**src/rtl/cbit_pkg.sv**
```systemverilog
package cbit_pkg;

  typedef enum logic [4:0] {
    OP_ADDC   = 5'd0,
    OP_SUBC   = 5'd1,
    OP_ADDU   = 5'd2,
    OP_SUBU   = 5'd3,
    OP_CMPHS  = 5'd4,
    OP_CMPLT  = 5'd5,
    OP_XBYTE  = 5'd6,
    OP_NZBYTE = 5'd7,
    OP_DECLT  = 5'd8,
    OP_DECGT  = 5'd9,
    OP_DECNE  = 5'd10,
    OP_LZCNT  = 5'd11,
    OP_MIRROR = 5'd12,
    OP_BITGEN = 5'd13,
    OP_LOMASK = 5'd14,
    OP_SHRC   = 5'd15,
    OP_ROTL   = 5'd16,
    OP_BITTST = 5'd17
  } op_e;

  // Per-unit claim and flag outputs; the result word travels separately.
  typedef struct packed {
    logic own;
    logic rv;
    logic cwe;
    logic c;
  } unit_flags_t;

endpackage

```
**src/rtl/cbit_arith.sv**
```systemverilog
module cbit_arith
  import cbit_pkg::*;
#(
  parameter int W = 32
) (
  input  logic [4:0]   op,
  input  logic [W-1:0] a,
  input  logic [W-1:0] b,
  input  logic         cin,
  output logic [W-1:0] res,
  output unit_flags_t  flg
);

  logic [W:0]   sum;
  logic [W-1:0] b_eff;
  logic         use_c;
  logic [W-1:0] dec;
  op_e          opc;

  assign opc   = op_e'(op);
  assign b_eff = (opc == OP_SUBC || opc == OP_SUBU) ? ~b : b;
  assign use_c = (opc == OP_ADDC || opc == OP_SUBC);
  // Plain subtract is a + ~b + 1; carry-aware forms feed the flag in.
  assign sum   = {1'b0, a} + {1'b0, b_eff}
               + {{W{1'b0}}, (use_c ? cin : (opc == OP_SUBU))};
  assign dec   = a - {{(W-1){1'b0}}, 1'b1};

  always_comb begin
    res = '0;
    flg = '0;
    unique case (opc)
      OP_ADDC, OP_SUBC: begin
        res     = sum[W-1:0];
        flg.own = 1'b1;
        flg.rv  = 1'b1;
        flg.cwe = 1'b1;
        flg.c   = sum[W];
      end
      OP_ADDU, OP_SUBU: begin
        res     = sum[W-1:0];
        flg.own = 1'b1;
        flg.rv  = 1'b1;
      end
      OP_CMPHS: begin
        flg.own = 1'b1;
        flg.cwe = 1'b1;
        flg.c   = (a >= b);
      end
      OP_CMPLT: begin
        flg.own = 1'b1;
        flg.cwe = 1'b1;
        flg.c   = ($signed(a) < $signed(b));
      end
      OP_DECLT, OP_DECGT, OP_DECNE: begin
        res     = dec;
        flg.own = 1'b1;
        flg.rv  = 1'b1;
        flg.cwe = 1'b1;
        if (opc == OP_DECLT)      flg.c = dec[W-1];
        else if (opc == OP_DECGT) flg.c = !dec[W-1] && (dec != '0);
        else                      flg.c = (dec != '0);
      end
      default: ;
    endcase
  end

endmodule

```
**src/rtl/cbit_bitops.sv**
```systemverilog
module cbit_bitops
  import cbit_pkg::*;
#(
  parameter int W    = 32,
  parameter int IMMW = $clog2(W)
) (
  input  logic [4:0]      op,
  input  logic [W-1:0]    a,
  input  logic [IMMW:0]   bsel,
  input  logic [IMMW-1:0] imm,
  output logic [W-1:0]    res,
  output unit_flags_t     flg
);

  localparam int NB  = W / 8;
  localparam int BSW = $clog2(NB);
  localparam int CW  = $clog2(W + 1);

  op_e          opc;
  logic [W-1:0] mirror;
  logic [CW-1:0] lz;
  logic [W:0]   one_sh;
  logic [W-1:0] lane;
  logic         all_nz;

  assign opc = op_e'(op);

  genvar gi;
  generate
    for (gi = 0; gi < W; gi++) begin : g_mirror
      assign mirror[gi] = a[W-1-gi];
    end
  endgenerate

  always_comb begin
    lz = CW'(W);
    for (int i = 0; i < W; i++) begin
      if (a[i]) lz = CW'(W - 1 - i);
    end
  end

  always_comb begin
    all_nz = 1'b1;
    for (int k = 0; k < NB; k++) begin
      if (a[k*8 +: 8] == 8'd0) all_nz = 1'b0;
    end
  end

  assign lane   = (a >> ({{(IMMW-BSW){1'b0}}, imm[BSW-1:0]} * 8)) & {{(W-8){1'b0}}, 8'hFF};
  assign one_sh = {{W{1'b0}}, 1'b1} << imm;

  always_comb begin
    res = '0;
    flg = '0;
    unique case (opc)
      OP_XBYTE: begin
        res     = lane;
        flg.own = 1'b1;
        flg.rv  = 1'b1;
        flg.cwe = 1'b1;
        flg.c   = (a != '0);
      end
      OP_NZBYTE: begin
        flg.own = 1'b1;
        flg.cwe = 1'b1;
        flg.c   = all_nz;
      end
      OP_LZCNT: begin
        res     = W'(lz);
        flg.own = 1'b1;
        flg.rv  = 1'b1;
      end
      OP_MIRROR: begin
        res     = mirror;
        flg.own = 1'b1;
        flg.rv  = 1'b1;
      end
      OP_BITGEN: begin
        res     = bsel[IMMW] ? '0 : (W'(1) << bsel[IMMW-1:0]);
        flg.own = 1'b1;
        flg.rv  = 1'b1;
      end
      OP_LOMASK: begin
        res     = one_sh[W-1:0] - W'(1);
        flg.own = 1'b1;
        flg.rv  = 1'b1;
      end
      OP_BITTST: begin
        flg.own = 1'b1;
        flg.cwe = 1'b1;
        flg.c   = a[imm];
      end
      default: ;
    endcase
  end

endmodule

```
**src/rtl/cbit_shift.sv**
```systemverilog
module cbit_shift
  import cbit_pkg::*;
#(
  parameter int W    = 32,
  parameter int IMMW = $clog2(W)
) (
  input  logic [4:0]      op,
  input  logic [W-1:0]    a,
  input  logic [IMMW-1:0] imm,
  input  logic            cin,
  output logic [W-1:0]    res,
  output unit_flags_t     flg
);

  op_e            opc;
  logic [2*W-1:0] dbl;

  assign opc = op_e'(op);
  // The upper half of the doubled word, shifted left, is the rotation.
  assign dbl = {a, a} << imm;

  always_comb begin
    res = '0;
    flg = '0;
    unique case (opc)
      OP_SHRC: begin
        res     = {cin, a[W-1:1]};
        flg.own = 1'b1;
        flg.rv  = 1'b1;
        flg.cwe = 1'b1;
        flg.c   = a[0];
      end
      OP_ROTL: begin
        res     = dbl[2*W-1:W];
        flg.own = 1'b1;
        flg.rv  = 1'b1;
      end
      default: ;
    endcase
  end

endmodule

```
**src/rtl/cbit_alu.sv**
```systemverilog
module cbit_alu
  import cbit_pkg::*;
#(
  parameter int W    = 32,
  parameter int IMMW = $clog2(W)
) (
  input  logic            clk,
  input  logic            rst,
  input  logic            issue,
  input  logic [4:0]      op_in,
  input  logic [W-1:0]    a_in,
  input  logic [W-1:0]    b_in,
  input  logic [IMMW-1:0] imm_in,
  input  logic            c_in,
  output logic [W-1:0]    res_out,
  output logic            res_vld,
  output logic            c_new,
  output logic            c_we
);

  logic [W-1:0] r_ar, r_bo, r_sh, r_mux;
  unit_flags_t  f_ar, f_bo, f_sh, f_mux;

  cbit_arith #(.W(W)) u_arith (
    .op(op_in), .a(a_in), .b(b_in), .cin(c_in), .res(r_ar), .flg(f_ar)
  );

  cbit_bitops #(.W(W), .IMMW(IMMW)) u_bitops (
    .op(op_in), .a(a_in), .bsel(b_in[IMMW:0]), .imm(imm_in),
    .res(r_bo), .flg(f_bo)
  );

  cbit_shift #(.W(W), .IMMW(IMMW)) u_shift (
    .op(op_in), .a(a_in), .imm(imm_in), .cin(c_in), .res(r_sh), .flg(f_sh)
  );

  // Units drive zero when they do not claim the code, so OR merges them.
  assign r_mux = r_ar | r_bo | r_sh;
  assign f_mux = f_ar | f_bo | f_sh;

  always_comb begin

    units_exclusive_chk: assert ($onehot0({f_ar.own, f_bo.own, f_sh.own}));
  end

  always_ff @(posedge clk) begin
    if (rst) begin
      res_out <= '0;
      res_vld <= 1'b0;
      c_new   <= 1'b0;
      c_we    <= 1'b0;
    end else begin
      res_out <= (issue && f_mux.rv) ? r_mux : '0;
      res_vld <= issue && f_mux.rv;
      c_we    <= issue && f_mux.cwe;
      c_new   <= (issue && f_mux.cwe) ? f_mux.c : c_in;
    end
  end


  idle_quiet_chk: assert property (@(posedge clk) disable iff (rst)
    !issue |=> !res_vld && !c_we && res_out == '0);


  plain_add_keeps_c_chk: assert property (@(posedge clk) disable iff (rst)
    issue && (op_in == OP_ADDU || op_in == OP_SUBU) |=> res_vld && !c_we && c_new == $past(c_in));


  compare_flag_only_chk: assert property (@(posedge clk) disable iff (rst)
    issue && (op_in == OP_CMPHS || op_in == OP_CMPLT) |=> c_we && !res_vld && res_out == '0);


  xbyte_nonzero_chk: assert property (@(posedge clk) disable iff (rst)
    issue && op_in == OP_XBYTE |=> c_we && c_new == ($past(a_in) != '0) && res_out[W-1:8] == '0);


  bitgen_onehot_chk: assert property (@(posedge clk) disable iff (rst)
    issue && op_in == OP_BITGEN |=> $onehot0(res_out) && res_vld);


  shrc_flag_in_chk: assert property (@(posedge clk) disable iff (rst)
    issue && op_in == OP_SHRC |=> res_out[W-1] == $past(c_in) && c_new == $past(a_in[0]));


  bittst_chk: assert property (@(posedge clk) disable iff (rst)
    issue && op_in == OP_BITTST |=> c_we && !res_vld && c_new == $past(a_in[imm_in]));


  addc_range_chk: assert property (@(posedge clk) disable iff (rst)
    issue && op_in == OP_ADDC && a_in == '0 && b_in == '0 |=> !c_new && res_out == W'($past(c_in)));

endmodule

```
**config.mk**
```make
export PLATFORM = sky130hd
export DESIGN_NAME = cbit_alu
export DESIGN_NICKNAME = d
export VERILOG_FILES = /design/src/rtl/cbit_pkg.sv /design/src/rtl/cbit_arith.sv /design/src/rtl/cbit_bitops.sv /design/src/rtl/cbit_shift.sv /design/src/rtl/cbit_alu.sv
export SDC_FILE = /design/constraint.sdc
export NUM_CORES = 1
export LEC_CHECK = 0
export ABC_AREA = 1
export BUFFER_PORTS_ARGS = -buffer_cell sky130_fd_sc_hd__buf_2
export CELL_PAD_IN_SITES_DETAIL_PLACEMENT = 2
export CELL_PAD_IN_SITES_GLOBAL_PLACEMENT = 2
export CORE_UTILIZATION = 25
export DETAILED_ROUTE_END_ITERATION = 6
export PLACE_DENSITY_LB_ADDON = 0.1
export SYNTH_ARGS = -nofsm -noshare
export SYNTH_HDL_FRONTEND = slang
export SYNTH_SLANG_ARGS = --single-unit
```
**constraint.sdc**
```tcl
create_clock -name clk -period 4.9 [get_ports clk]
set_input_delay 0.735 -clock clk [delete_from_list [all_inputs] [get_ports clk]]
set_output_delay 0.735 -clock clk [all_outputs]
set_load 0.01 [all_outputs]
```
Word-level counts from Yosys, hierarchy flattened
Cells that the tools add are included. Widths: inputs -> output; s select.

Bits in registers: 35. Input bits: 78. Output and inout bits: 35. Logic and storage cells: 111.

$add $sub $neg: 4. $lt $le $gt $ge: 3. Equal/unequal tests: 17. Shifts and indexed selects: 4. Muxes and demuxes: 53. Bitwise gates (word level): 6. Reductions and logical operators: 20.

Operator list (number): $mux 6 (32); $pmux 32 s5 (1); $pmux 32 s2 (2); $mux 32 (2); $or 32x32->32 (2); $reduce_bool 32->1 (2); $shl 1x5->32 const A (2); $shl 64x5->64 (1); $sub 32x1->32 const B (2); $eq 5x4->1 const B (8); $add 32x32->33 (1); $add 33x1->33 (1); $ge 32x32->1 (1); $logic_not 8->1 (4); $lt 32x32->1 (1); $not 32->32 (1); $shr 32x5->8 (1); $eq 5x3->1 const B (4); $mux 1 (12); $eq 5x2->1 const B (2); $eq 5x5->1 const B (2); $pmux 2 s4 (1); $reduce_or 7->1 (1); $lt 5x6->1 const B (1); other kinds (14) (20).

Logic depth before layout (Yosys ltp)
Depth in word-level cells: 35. Gate-level depth with buffers: 34. Depth with buffers taken out: 34.

Modules after synthesis
A second synthesis with hierarchy kept.

Cells, all modules: 1910. Area total of the unflattened synthesis: 10385.0 um^2.

Modules (own cells, without submodules): cbit_arith (instances 1, cells each 812, area an instance 4479.3 um^2, seq. area each 0.0 um^2); cbit_bitops (instances 1, cells each 475, area an instance 2506.2 um^2, seq. area each 0.0 um^2); cbit_shift (instances 1, cells each 502, area an instance 2294.7 um^2, seq. area each 0.0 um^2); cbit_alu (instances 1, cells each 121, area an instance 1104.8 um^2, seq. area each 700.7 um^2).

Least setup slack after synthesis
OpenSTA, ideal clock, no wires.

Path type: input -> register. Start point: in op_in[2]. End point: reg res_out[28]. Setup time: 0.109 ns. Arrival time: 4.194 ns. Required time: 4.791 ns. Slack: 0.597 ns. Cell stages on the path: 30. Path buffers: 0. Cells stage by stage: nor2_1 -> inv_1 -> nor2_1 -> nand2_1 -> xor2_1 -> fa_1 -> fa_1 -> nand3_1 -> nand3_1 -> nand2_1 -> nand2_1 -> a21oi_2 -> nor2_2 -> nor2_1 -> o21ai_2 -> inv_1 -> nor2_1 -> nor2_1 -> o21ai_2 -> a21boi_2 -> nor2_2 -> nand2_1 -> nand2_1 -> nand2_1 -> nand2_1 -> or2_0 -> nand3_1 -> nand3b_1 -> nand2_1 -> inv_1.

Cells in the longest elaborated chain, start to end: 8. Elaborated cells on any way between the ends: 38. Those cells by class: 2 x add/sub; 13 x eq/ne; 8 x mux; 5 x bitwise; 10 x reduce/logical.

RTL lines: from (decl) (RTL line cbit_alu.sv:10) `input logic [4:0] op_in,`; $eq 5x1->1, or another cell as far along (RTL line cbit_arith.sv:21, cbit_arith.sv:22, cbit_arith.sv:31); $logic_or 1x1->1, or another cell as far along (RTL line cbit_arith.sv:21) `assign b_eff = (opc == OP_SUBC || opc == OP_SUBU) ? ~b : b;`; $mux 32, or another cell as far along (RTL line cbit_arith.sv:21); $add 32x32->33 / $or 3x3->3 (equally long branches) (RTL line cbit_arith.sv:24, cbit_alu.sv:39); $add 33x1->33 / $or 3x3->3 (equally long branches) (RTL line cbit_arith.sv:25, cbit_alu.sv:39); $pmux 32 s2 / $logic_and 1x1->1 (equally long branches) (RTL line cbit_arith.sv:31, cbit_alu.sv:53); $or 32x32->32 / $not 1->1 (equally long branches); $or 32x32->32 / $reduce_or 2->1 (equally long branches); to (signal assigned) (RTL line cbit_alu.sv:53) `res_out <= (issue && f_mux.rv) ? r_mux : '0;`; to (decl) (RTL line cbit_alu.sv:15) `output logic [W-1:0] res_out,`.

Several ways; a longest one is shown, not always the timed one. A chain may end at the register's enable or synchronous reset.

Worst setup path after layout
Start point: in op_in[2]. End point: reg res_out[31].

The elaborated chain is that of the path after synthesis.

==> flow_metrics.py <==
metrics = {
    "cts": {
        "cts_tree": "yes",
        "cts_root_buffer": "clkbuf_16",
        "cts.sinks": 35,
        "clk_path_buf_depth": 2,
        "ctsHoldBuffers": 0,
        "clkSlewWorstSetupHoldPaths_ns": 0.06,
        "htreeDepth": 2,
        "cts_setup_buffers": 0,
        "numCtsBuffers": 5,
    },
    "yosys": {
        "seq_area_frac_synth": 0.0767,
        "synth-edff-count": 0,
        "netlist_area_um2": 9140,
        "yosysTopAreaCellShare": 0.154,
        "synth_top_flop_cell": "dfxtp_1",
        "ys_top_cells_by_count": "nand2_1, inv_1, nor2_1, o21ai_0, a21oi_1",
        "syn_avg_cell_area_um2": 5.62,
        "synthArstFlopShare": 0,
        "ys_warn_count": 0,
        "yosysMostFrequentCell": "nand2_1",
        "yosysUniqueCellTypes": 65,
        "synth.top_cells.by_area": "nand2_1, ha_1, o21ai_0",
        "syn_inst": 1626,
        "syn_nets": 1774,
        "synth_area_leader_cell": "nand2_1",
        "synth-seq-cells": 35,
    },
    "drt": {
        "wl_mm": 58.3,
        "avgRoutedWirePerCell_um": 27.0,
        "drt_iter0_markers": 763,
        "ant_nets": 0,
        "drc_errors": 0,
        "dr.pass1.iters": 7,
        "drt-vias-per-instance": 5.61,
        "dr_total_vias": 12100,
    },
    "sta": {
        "fin_crit_ns": 4.40,
        "tns_ns": 0,
        "final_hold_viol_count": 0,
        "finalSetupViolations": 0,
        "fmax_mhz": 227,
        "rsz0062_at_grt": "no",
        "slew_headroom": 0.204,
        "drv_slew": 0,
        "worstMarginPinSlew_ns": 1.19,
        "fin_crit_sh": 0.897,
    },
    "grt": {
        "grt.overflow.total": 0,
        "met3_usage": 0.0436,
        "antenna_found_initial": 2,
        "gr-usage-met1": 0.426,
        "grt_pass1_vias": 12300,
        "track_usage": 0.315,
        "grt_busiest_layer": "met2",
        "grt_max_degree": 49,
        "grtUsageMet2": 0.519,
        "grt_pass1_wl_mm": 84.3,
    },
    "critical_path": {
        "cp_data_required_time_ns": 5.05,
        "critPathKind": "input pin to flop",
        "worstSetupEndpointType": "flop",
        "path_max_fanout": 31,
        "startpoint": "op_in[2]",
        "startpoint_type": "input pin",
        "arrival_ns": 4.55,
    },
    "run_status": {
        "status": "finished clean",
    },
    "final_layout": {
        "final_cells": 2162,
        "nets": 1847,
        "drive_above_1_share": 0.129,
        "fin_util": 0.291,
        "syn_to_final_growth_pct": 13.8,
    },
    "placement": {
        "gp_congestion": 0.972,
        "portBuffers": 112,
        "dp.cells": 2153,
        "dp_hpwl_mm": 49.3,
    },
    "floorplanning": {
        "fp.dieArea_um2": 37300,
        "die_w_um": 193,
        "die_height_um": 193,
        "coreArea_um2": 35700,
        "start_util": 0.256,
        "fp-row-count": 69,
        "boundaryPins": 113,
    },
    "hold_path": {
        "hold_depth": 2,
        "whs_endpoint": "c_we",
        "min_from": "rst",
        "hold_path_class": "input pin to flop",
    },
    "power": {
        "vdd_drop_max_mv": 0.138,
        "power.density_nw_per_um2": 167,
        "p_leak_uw": 0.00487,
    },
    "job": {
        "maxCapViolations": 0,
    },
}
state kept, by name, summed over array words and instances, names as in the netlist:
| register | flops |
|---|---|
| c_new | 1 |
| c_we | 1 |
| res_out | 32 |
| res_vld | 1 |
power by group:
group / internal [uW] / leakage [uW] / total [uW] / switching, uW
logic: 290 / 0.00450 / 1010 / 719
registers: 291 / 0.000283 / 294 / 3.18
clock network: 244 / 0.0000844 / 435 / 190
total: 825 / 0.00487 / 1740 / 913
worst max path at each step:
stage | end | slack [ns] | cells past startpoint
6_report | res_out[31] | 0.50 | 27
5_1_grt | res_out[23] | 0.1 | 29
4_1_cts | res_out[31] | 0.42 | 27
3_5_place_dp | res_out[31] | 0.11 | 27
3_3_place_gp | res_out[28] | 0.30 | 31
2_1_floorplan | res_out[28] | 0.60 | 30
area by class of cell:
class                      count  area [um2]
tap                          461         577
clock buffer                   5         125
fill                        4572       25300
clock inverter                 3        47.5
timing repair buffer         144         813
sequential                    35         701
multi-input combinational   1312        7370
antenna                        1        2.50
inverter                     201         757
metrics by stage:
step	area, um2	power [uW]	setup slack, ns	hold slack (ns)
4_1_cts	10400	1740	0.424	0.634
5_1_grt	10400	1850	0.0991	0.653
6_report	10400	1740	0.503	0.634
2_1_floorplan	9140	904	0.597	0.807
3_5_place_dp	10200	1300	0.108	0.978
3_3_place_gp	10200	1280	0.301	0.983
layer usage:
metal | part of all wire | routed length, um
met5 | 0.00029 | 17
met3 | 0.047 | 2770
met2 | 0.46 | 26800
met1 | 0.47 | 27200
met4 | 0.027 | 1560
critical path, stage by stage:
cell	delay, ns
buf_2	0.13
nor2_1	0.10
inv_1	0.08
nor2_2	0.19
nand2_2	0.09
buf_4	0.30
xor2_1	0.21
ha_1	0.38
nand3_1	0.09
nand3_1	0.09
nand2_1	0.08
nand2_1	0.06
a21oi_1	0.07
nor2_1	0.14
nor2_1	0.07
o21bai_2	0.15
inv_1	0.08
o21ai_2	0.21
nand3_1	0.11
nand2_1	0.25
nand4_1	0.15
nand2_1	0.18
a21oi_1	0.11
xor2_1	0.16
nor2_1	0.06
nor3_1	0.16
a21oi_1	0.09
layout by cell type, fill, tap and decap left out, types with 6 or more instances in the layout:
master and n:
buf_4 31, o21ai_0 144, xor2_1 65, nor3_2 8
inv_1 182, o21a_1 6, or2_2 8, o221ai_1 15
mux2i_1 8, nor4_1 13, a31oi_1 22, nand2_1 375
inv_2 13, nor3_1 26, o22ai_1 20, o211ai_1 9
a41oi_1 7, a221oi_1 7, o2111ai_1 7, nand3_1 94
nor2_2 8, dfxtp_1 35, nor2_1 160, a22oi_1 13
ha_1 68, buf_2 112, nand2_2 7, nand4_1 36
a21oi_1 119
kinds of logic after synthesis:
group	share of synthesized area
adder cells (fa/ha/maj)	0.0975
AO/OA/AOI/OAI	0.264
XOR/XNOR	0.0642
AND/OR/NAND/NOR	0.371
flip-flops	0.0767
buffers and inverters	0.118
multiplexers	0.00876
timing repair:
action	in CTS	in global routing
endpoints found under the setup margin	0	1
gates resized for setup	0	1
hold endpoints to repair	0	0
(Power assumes the default switching activity.)
